### src/rtl/tm_pkg.sv
package tm_pkg;

  typedef enum logic {
    RATE_FAST = 1'b0,
    RATE_SLOW = 1'b1
  } rate_e;

  localparam int MODE_W   = 4;
  localparam int RUN_BIT  = 3;
  localparam int RATE_BIT = 0;

  // Last prescaler state of one count period for the chosen rate.
  function automatic int unsigned rate_last(input rate_e r,
                                            input int unsigned slow_div,
                                            input int unsigned fast_div);
    return (r == RATE_SLOW) ? slow_div - 1 : fast_div - 1;
  endfunction

  // Cycles from start edge to underflow edge.
  function automatic int unsigned shot_cycles(input int unsigned preset,
                                              input int unsigned div);
    return (preset + 1) * div;
  endfunction

endpackage

### src/rtl/tm_prescaler.sv
module tm_prescaler
  import tm_pkg::*;
#(
  parameter int unsigned SLOW_DIV = 1024,
  parameter int unsigned FAST_DIV = 4
) (
  input  logic  clk,
  input  logic  rst_n,
  input  logic  run_i,
  input  logic  restart_i,
  input  rate_e rate_i,
  output logic  tick_o
);

  localparam int PRE_W = (SLOW_DIV > 2) ? $clog2(SLOW_DIV) : 1;
  localparam logic [PRE_W-1:0] SLOW_LAST = PRE_W'(rate_last(RATE_SLOW, SLOW_DIV, FAST_DIV));
  localparam logic [PRE_W-1:0] FAST_LAST = PRE_W'(rate_last(RATE_FAST, SLOW_DIV, FAST_DIV));

  logic [PRE_W-1:0] pre_q;
  logic [PRE_W-1:0] last_w;

  assign last_w = (rate_i == RATE_SLOW) ? SLOW_LAST : FAST_LAST;
  // Compare with >= so a rate change mid-period cannot skip the wrap.
  assign tick_o = run_i & (pre_q >= last_w);

  always_ff @(posedge clk or negedge rst_n) begin
    if (!rst_n) begin
      pre_q <= '0;
    end else if (restart_i || !run_i || tick_o) begin
      pre_q <= '0;
    end else begin
      pre_q <= pre_q + 1'b1;
    end
  end

endmodule

### src/rtl/tm_counter.sv
module tm_counter #(
  parameter int NIB_W = 4
) (
  input  logic               clk,
  input  logic               rst_n,
  input  logic               wr_lo_i,
  input  logic               wr_hi_i,
  input  logic [NIB_W-1:0]   wr_data_i,
  input  logic               tick_i,
  output logic [2*NIB_W-1:0] count_o,
  output logic               nib_wr_o,
  output logic               underflow_o
);

  localparam int LANES = 2;
  localparam int CW    = LANES * NIB_W;

  function automatic logic [CW-1:0] step_down(input logic [CW-1:0] v);
    return v - 1'b1;
  endfunction

  logic [CW-1:0]    count_q;
  logic [CW-1:0]    load_val;
  logic [LANES-1:0] lane_we;

  assign lane_we  = {wr_hi_i, wr_lo_i};
  assign nib_wr_o = |lane_we;

  for (genvar g = 0; g < LANES; g++) begin : g_lane
    assign load_val[g*NIB_W +: NIB_W] =
      lane_we[g] ? wr_data_i : count_q[g*NIB_W +: NIB_W];
  end

  // A nibble write suppresses an underflow in the same cycle.
  assign underflow_o = tick_i & (count_q == '0) & ~nib_wr_o;

  always_ff @(posedge clk or negedge rst_n) begin
    if (!rst_n) begin
      count_q <= '0;
    end else if (nib_wr_o) begin
      count_q <= load_val;
    end else if (tick_i) begin
      count_q <= step_down(count_q);
    end
  end

  assign count_o = count_q;

endmodule

### src/rtl/tm_mode_ctrl.sv
module tm_mode_ctrl
  import tm_pkg::*;
(
  input  logic              clk,
  input  logic              rst_n,
  input  logic              mode_wr_i,
  input  logic [MODE_W-1:0] mode_data_i,
  input  logic              nib_wr_i,
  input  logic              underflow_i,
  output logic [MODE_W-1:0] mode_o,
  output logic              run_o,
  output rate_e             rate_o,
  output logic              start_o
);

  logic [MODE_W-1:0] mode_q;
  logic [MODE_W-1:0] mode_nxt;

  assign start_o = mode_wr_i & mode_data_i[RUN_BIT] & ~mode_q[RUN_BIT] & ~nib_wr_i;

  always_comb begin
    mode_nxt = mode_wr_i ? mode_data_i : mode_q;
    if (nib_wr_i || underflow_i) begin
      mode_nxt[RUN_BIT] = 1'b0;
    end
  end

  always_ff @(posedge clk or negedge rst_n) begin
    if (!rst_n) begin
      mode_q <= '0;
    end else begin
      mode_q <= mode_nxt;
    end
  end

  assign mode_o = mode_q;
  assign run_o  = mode_q[RUN_BIT];
  assign rate_o = rate_e'(mode_q[RATE_BIT]);

endmodule

### src/rtl/tm_event.sv
module tm_event (
  input  logic clk,
  input  logic rst_n,
  input  logic start_i,
  input  logic underflow_i,
  input  logic clr_i,
  input  logic irq_en_i,
  input  logic wake_en_i,
  output logic evt_o,
  output logic irq_o,
  output logic wake_o
);

  logic evt_q;

  always_ff @(posedge clk or negedge rst_n) begin
    if (!rst_n) begin
      evt_q <= 1'b0;
    end else if (underflow_i) begin
      evt_q <= 1'b1;
    end else if (start_i || clr_i) begin
      evt_q <= 1'b0;
    end
  end

  assign evt_o  = evt_q;
  assign irq_o  = evt_q & irq_en_i;
  assign wake_o = evt_q & wake_en_i;

endmodule

### src/rtl/oneshot_timer.sv
module oneshot_timer
  import tm_pkg::*;
#(
  parameter int          NIB_W    = 4,
  parameter int unsigned SLOW_DIV = 1024,
  parameter int unsigned FAST_DIV = 4
) (
  input  logic                 clk,
  input  logic                 rst_n,
  input  logic                 wr_lo,
  input  logic                 wr_hi,
  input  logic [NIB_W-1:0]     wr_data,
  input  logic                 mode_wr,
  input  logic [3:0]           mode_data,
  input  logic                 evt_clr,
  input  logic                 irq_en,
  input  logic                 wake_en,
  output logic [2*NIB_W-1:0]   count_q,
  output logic [3:0]           mode_q,
  output logic                 evt_q,
  output logic                 irq,
  output logic                 wake
);

  // Internal events, named for the checker.
  logic  start_evt;
  logic  tick_evt;
  logic  underflow_evt;
  logic  nib_wr;
  logic  run_w;
  rate_e rate_w;

  tm_counter #(.NIB_W(NIB_W)) u_cnt (
    .clk        (clk),
    .rst_n      (rst_n),
    .wr_lo_i    (wr_lo),
    .wr_hi_i    (wr_hi),
    .wr_data_i  (wr_data),
    .tick_i     (tick_evt),
    .count_o    (count_q),
    .nib_wr_o   (nib_wr),
    .underflow_o(underflow_evt)
  );

  tm_mode_ctrl u_mode (
    .clk        (clk),
    .rst_n      (rst_n),
    .mode_wr_i  (mode_wr),
    .mode_data_i(mode_data),
    .nib_wr_i   (nib_wr),
    .underflow_i(underflow_evt),
    .mode_o     (mode_q),
    .run_o      (run_w),
    .rate_o     (rate_w),
    .start_o    (start_evt)
  );

  tm_prescaler #(.SLOW_DIV(SLOW_DIV), .FAST_DIV(FAST_DIV)) u_pre (
    .clk      (clk),
    .rst_n    (rst_n),
    .run_i    (run_w),
    .restart_i(start_evt),
    .rate_i   (rate_w),
    .tick_o   (tick_evt)
  );

  tm_event u_evt (
    .clk        (clk),
    .rst_n      (rst_n),
    .start_i    (start_evt),
    .underflow_i(underflow_evt),
    .clr_i      (evt_clr),
    .irq_en_i   (irq_en),
    .wake_en_i  (wake_en),
    .evt_o      (evt_q),
    .irq_o      (irq),
    .wake_o     (wake)
  );

endmodule

### config.mk
export PLATFORM = sky130hd
export DESIGN_NAME = oneshot_timer
export DESIGN_NICKNAME = d
export VERILOG_FILES = /design/src/rtl/tm_pkg.sv /design/src/rtl/tm_prescaler.sv /design/src/rtl/tm_counter.sv /design/src/rtl/tm_mode_ctrl.sv /design/src/rtl/tm_event.sv /design/src/rtl/oneshot_timer.sv
export SDC_FILE = /design/constraint.sdc
export NUM_CORES = 1
export LEC_CHECK = 0
export ABC_AREA = 0
export ABC_CLOCK_PERIOD_IN_PS = 3250
export BUFFER_PORTS_ARGS = -buffer_cell sky130_fd_sc_hd__buf_2
export CELL_PAD_IN_SITES_DETAIL_PLACEMENT = 2
export CELL_PAD_IN_SITES_GLOBAL_PLACEMENT = 2
export CORE_UTILIZATION = 31
export DETAILED_ROUTE_END_ITERATION = 16
export GPL_ROUTABILITY_DRIVEN = 0
export HOLD_SLACK_MARGIN = 0.15
export PLACE_DENSITY_LB_ADDON = 0.12
export SETUP_SLACK_MARGIN = 0.02
export SLEW_MARGIN = 25
export SYNTH_ARGS = -nofsm -noshare
export SYNTH_HDL_FRONTEND = slang
export SYNTH_SLANG_ARGS = --single-unit
### constraint.sdc
create_clock -name clk -period 3.25 [get_ports clk]
set_input_delay 0.1625 -clock clk [delete_from_list [all_inputs] [get_ports clk]]
set_output_delay 0.1625 -clock clk [all_outputs]
set_load 0.01 [all_outputs]
After elaboration in Yosys (flattened, before gate mapping)
Index checks and enable logic that the tools add are counted.
W data, S select, Z words.
- add/subtract/negate cells: 2
- $mul: 0
- div/mod/pow operators: 0
- $lt $le $gt $ge: 1
- equality and inequality tests: 2
- shift operators: 0
- muxes and demuxes: 10
- bitwise gates (word level): 10
- reductions and logical operators: 12
- operator list (cell ; count):
    $mux W10 ; 2
    $mux W8 ; 2
    $mux W4 ; 3
    $add A10 B1 Y10 const B ; 1
    $ge A10 B10 Y1 ; 1
    $and A1 B1 Y1 ; 8
    $logic_not A8 Y1 ; 1
    $sub A8 B1 Y8 const B ; 1
    $reduce_bool A2 Y1 ; 3
    $logic_or A1 B1 Y1 ; 4
    $ne A2 B2 Y1 const B ; 2
    $reduce_and A2 Y1 ; 2
    $mux W1 ; 3
    $not A1 Y1 ; 2
    $reduce_or A2 Y1 ; 1
    $logic_not A1 Y1 ; 1
- bits in registers: 23
- bits in latches: 0
- bits in writable memories: 0
- ROM bits: 0
- bits of input ports: 16
- output and inout bits: 15
- logic and storage cells: 43
- memories kept: 0

Longest topological paths before layout
- word-level depth: 7
- depth in mapped cells: 7
- depth with buffers taken out: 7

Cells and area by module
From an unflattened synthesis, not the netlist that was laid out.
- cells, all modules: 139
- area, all modules: 1362.6 sq um
- modules (own cells, without submodules) (module ; times used ; cells each ; area an instance (sq um) ; sequential area each (sq um)):
    tm_prescaler ; 1 ; 65 ; 636.9 ; 250.2
    tm_counter ; 1 ; 56 ; 500.5 ; 200.2
    tm_mode_ctrl ; 1 ; 13 ; 176.4 ; 100.1
    tm_event ; 1 ; 5 ; 48.8 ; 25.0

Worst setup path before layout
Ideal clock, no wire load.
- kind: register -> register
- from: reg u_mode.mode_q[0] (netlist: u_mode.mode_o[0])
- to: reg u_cnt.count_q[3] (netlist: u_cnt.count_o[3])
- setup time: 0.127 ns
- arrival: 1.719 ns
- required time: 3.123 ns
- path slack: 1.404 ns
- stages on the path, launching flop included: 8
- path buffers: 0
- period minus slack after synthesis: 1.846 ns
- path through: dfrtp_1 > inv_1 > ha_1 > a21oi_1 > o22ai_2 > o211ai_1 > a2111o_1 > nand3_1
- word-level cells in the longest chain between the ends: 5
- RTL lines (item ; line ; text):
    from (decl) ; tm_mode_ctrl.sv:16 ; logic [MODE_W-1:0] mode_q;
    from (signal assigned) ; tm_mode_ctrl.sv:32 ; mode_q <= mode_nxt;
    $mux W10 ; tm_prescaler.sv:22 ; assign last_w = (rate_i == RATE_SLOW) ? SLOW_LAST : FAST_LAST;
    $ge A10 B10 Y1 ; tm_prescaler.sv:24 ; assign tick_o = run_i & (pre_q >= last_w);
    $and A1 B1 Y1 ; tm_prescaler.sv:24 ;
    $reduce_bool A2 Y1 (no line) ; n/a ;
    $reduce_and A2 Y1 (no line) ; n/a ;
    to (signal assigned) ; tm_counter.sv:41 ; count_q <= load_val;
    to (signal assigned) ; tm_counter.sv:43 ; count_q <= step_down(count_q);
    to (decl) ; tm_counter.sv:22 ; logic [CW-1:0] count_q;
No other way between the ends.
A chain may end at the register's enable or synchronous reset.

Worst setup path after layout
Ends and elaborated chain as after synthesis.

==> impl_metrics.env <==
export IMPL_p_sw_share_pct=28.89
export IMPL_violations="DRC"
export IMPL_nFillCells=505
export IMPL_cts_tree="built"
export IMPL_switchingPower_w=0.0001802
export IMPL_worst_slew_pin_transition_ns=0.5989
export IMPL_rows=24
export IMPL_clk_latency_ns=0.27
export IMPL_synth_top_area_share_pct=39.35
export IMPL_tns_ns=0
export IMPL_p_int_w=0.0004437
export IMPL_antenna_found_initial=0
export IMPL_crit_fanout=9
export IMPL_synth_top_cell_by_area="dfrtp_1"
export IMPL_arrival_ns=2.34
export IMPL_relSlewSlack_pct=59.90
export IMPL_max_vdd_ir_drop_mv=0.1218
export IMPL_portBuffers=30
export IMPL_pin_count=31
export IMPL_finalSetupViolations=0
export IMPL_grt_pass1_vias=1463
export IMPL_grt_pass1_wl_mm=7.058
export IMPL_start_kind="flop"
export IMPL_drc=2
export IMPL_place_hpwl_mm=3.171
export IMPL_synth_most_common_cell="dfrtp_1"
export IMPL_syn_inst=156
export IMPL_hold_viol_final=0
export IMPL_rr_startpoint="u_mode.mode_o[0]"
export IMPL_synth_enable_flop_cells=0
export IMPL_p_seq_share_pct=52.1
export IMPL_clock_root_buffer="clkbuf_8"
export IMPL_layout_worst_path_cycle_share_pct=67.13
export IMPL_cts_sinks=23
export IMPL_synth_area_top_cells="dfrtp_1 39%, ha_1 8.6%, nand3_1 6.8%"
export IMPL_wire_per_inst_um=16.78
export IMPL_fp_coreArea_mm2=0.004444
export IMPL_num_antenna_cells=0
export IMPL_start_util_pct=32.91
export IMPL_crit_start="u_mode.mode_o[0]"
export IMPL_p_total_w=0.0006239
export IMPL_clockBufferDepth=2
export IMPL_hold_path_class="input pin to flop"
export IMPL_pwr_density_cell_mw_per_mm2=355.4
export IMPL_period_minus_slack_ns=2.182
export IMPL_fin_nets=218
export IMPL_maxCapViolations=0
export IMPL_vias_per_cell=5.453
export IMPL_dr_first_iter_drc_count=22
export IMPL_routed_wl_mm=4.077
export IMPL_ys_top_cells_by_count="23 x dfrtp_1, 20 x nand3_1, 15 x nor2_1"
export IMPL_syn_cell_area_mm2=0.001463
export IMPL_synth_seq_cells=23
export IMPL_die_w_um=70.69
export IMPL_route_vias_total=1325
export IMPL_ys_flop_type="dfrtp_1"
export IMPL_min_delay_start="wr_data[2]"
export IMPL_crit_type="flop to flop"
export IMPL_area_growth_pct=20.02
export IMPL_worstSetupEndpointType="flop"
export IMPL_clkPwrFrac_pct=28.8
export IMPL_die_height_um=70.69
export IMPL_grt_overflow=0
export IMPL_rsz0062_at_grt="no"
export IMPL_grtUsageTotal_pct=17.91
export IMPL_leakagePower_nw=0.7719
export IMPL_clk_pin_slew_ns=0.09
export IMPL_finalClockSkew_ns=0.01257
export IMPL_cts_max_level=1
export IMPL_status="finished with violations"
export IMPL_synth_async_reset_ratio_pct=100.0
export IMPL_max_freq_mhz=458.3
export IMPL_slew_violations=0
export IMPL_required_ns=3.41
export IMPL_grt_max_degree=24
export IMPL_fp_dieArea_mm2=0.004997
export IMPL_drive_gt1_share_pct=19.37
export IMPL_cts_made_buffers=3
export IMPL_syn_nets=182
export IMPL_yosysWarnings=0
export IMPL_dr_pass1_iters=9
export IMPL_combPwrFrac_pct=19.1
export IMPL_ys_types=39
export IMPL_ys_seq_area_share_pct=39.35
export IMPL_ant_nets=0
export IMPL_avgSynthCellArea_um2=9.376
-- worst paths after layout --
| check | slack, ns | end | cells past startpoint |
|---|---|---|---|
| setup / recovery | 1.07 | u_cnt.count_o[3] | 7 |
| hold / removal | 0.17 | u_cnt.count_o[2] | 3 |
| setup reg to reg | 1.07 | u_cnt.count_o[3] | 7 |
| hold reg to reg | 0.50 | u_mode.mode_o[1] | 1 |
| max in group asynchronous | 2.46 | u_pre.pre_q[3] | 2 |
| min in group asynchronous | 0.41 | u_evt.evt_o | 2 |
-- critical path, cell delays in order (launching register included) --
cell and delay, ns:
dfrtp_1 0.38, inv_1 0.23, ha_1 0.30, a21oi_1 0.19
o22ai_2 0.15, o211ai_1 0.53, a2111o_1 0.24, nand3_1 0.06
-- power groups by stage --
stage	Sequential (W)	Combinational (W)	Clock, W
2_1_floorplan	0.000332	0.0000610	0
3_3_place_gp	0.000329	0.000110	0
3_5_place_dp	0.000331	0.000117	0
4_1_cts	0.000326	0.000122	0.000192
5_1_grt	0.000329	0.000135	0.000202
6_report	0.000325	0.000119	0.000180
-- placed cells by master, fill, tap and decap left out, types with 2 or more instances in the layout --
cell type      instances
buf_2                 30
dfrtp_1               23
nand3_1               20
nor2_1                15
nand2_1               11
ha_1                  10
nor2b_1                7
inv_1                  6
a21oi_1                6
dlygate4sd3_1          6
xor2_1                 5
a2111o_1               5
a22oi_1                5
and2_1                 3
xnor2_1                3
nand4b_1               3
clkbuf_8               3
o21ai_1                2
and3_1                 2
o211ai_1               2
a211o_1                2
mux2_1                 2
nor3_1                 2
o2111ai_1              2
-- state kept, by name, indices dropped and copies added (netlist names) --
signal         flops
u_cnt.count_o      8
u_evt.evt_o        1
u_mode.mode_o      4
u_pre.pre_q       10
-- through the flow --
stage	setup slack [ns]	area (um2)	utilization, %	hold WS, ns	instances
6_report	1.068	1755	39.50	0.1682	243
5_1_grt	0.9147	1755	39.50	0.1774	243
4_1_cts	1.064	1755	39.50	0.1643	243
3_5_place_dp	1.068	1650	37.13	0.1885	233
3_3_place_gp	1.160	1650	37.13	0.1760	233
2_1_floorplan	1.404	1463	-	-0.1331	156
-- metal layers --
metal	up-vias	wire length [um]	GRT usage, %
met3	2	94	3.989
met4	0	15	3.333
met1	667	1742	21.29
met2	17	2225	33.23
li1	639	-	-
met5	-	0	0
-- kinds of logic after synthesis --
group | Yosys count | share of synthesized area (%)
flip-flops | 23 | 39.35
buffers and inverters | 11 | 3.421
AO/OA/AOI/OAI | 29 | 15.40
XOR/XNOR | 8 | 4.791
adder cells (fa/ha/maj) | 10 | 8.554
AND/OR/NAND/NOR | 72 | 26.26
multiplexers | 3 | 2.224
-- final cells by class --
| type | instances | area, um2 | share of cell area, % |
|---|---|---|---|
| inverters | 6 | 22.52 | 1.283 |
| repair buffers | 36 | 210.2 | 11.97 |
| flip-flops and latches | 23 | 575.6 | 32.79 |
| multi-input cells | 122 | 837.1 | 47.68 |
| well taps | 52 | 65.06 | 3.706 |
| clock buffers | 4 | 45.04 | 2.566 |
-- what timing repair did --
action	CTS	global route
hold buffers	6	0
hold endpoints to repair	28	0
resized for setup	0	0
buffers inserted	0	0
setup endpoints to repair	0	0
Note: power is estimated with default switching activity, not from simulation.
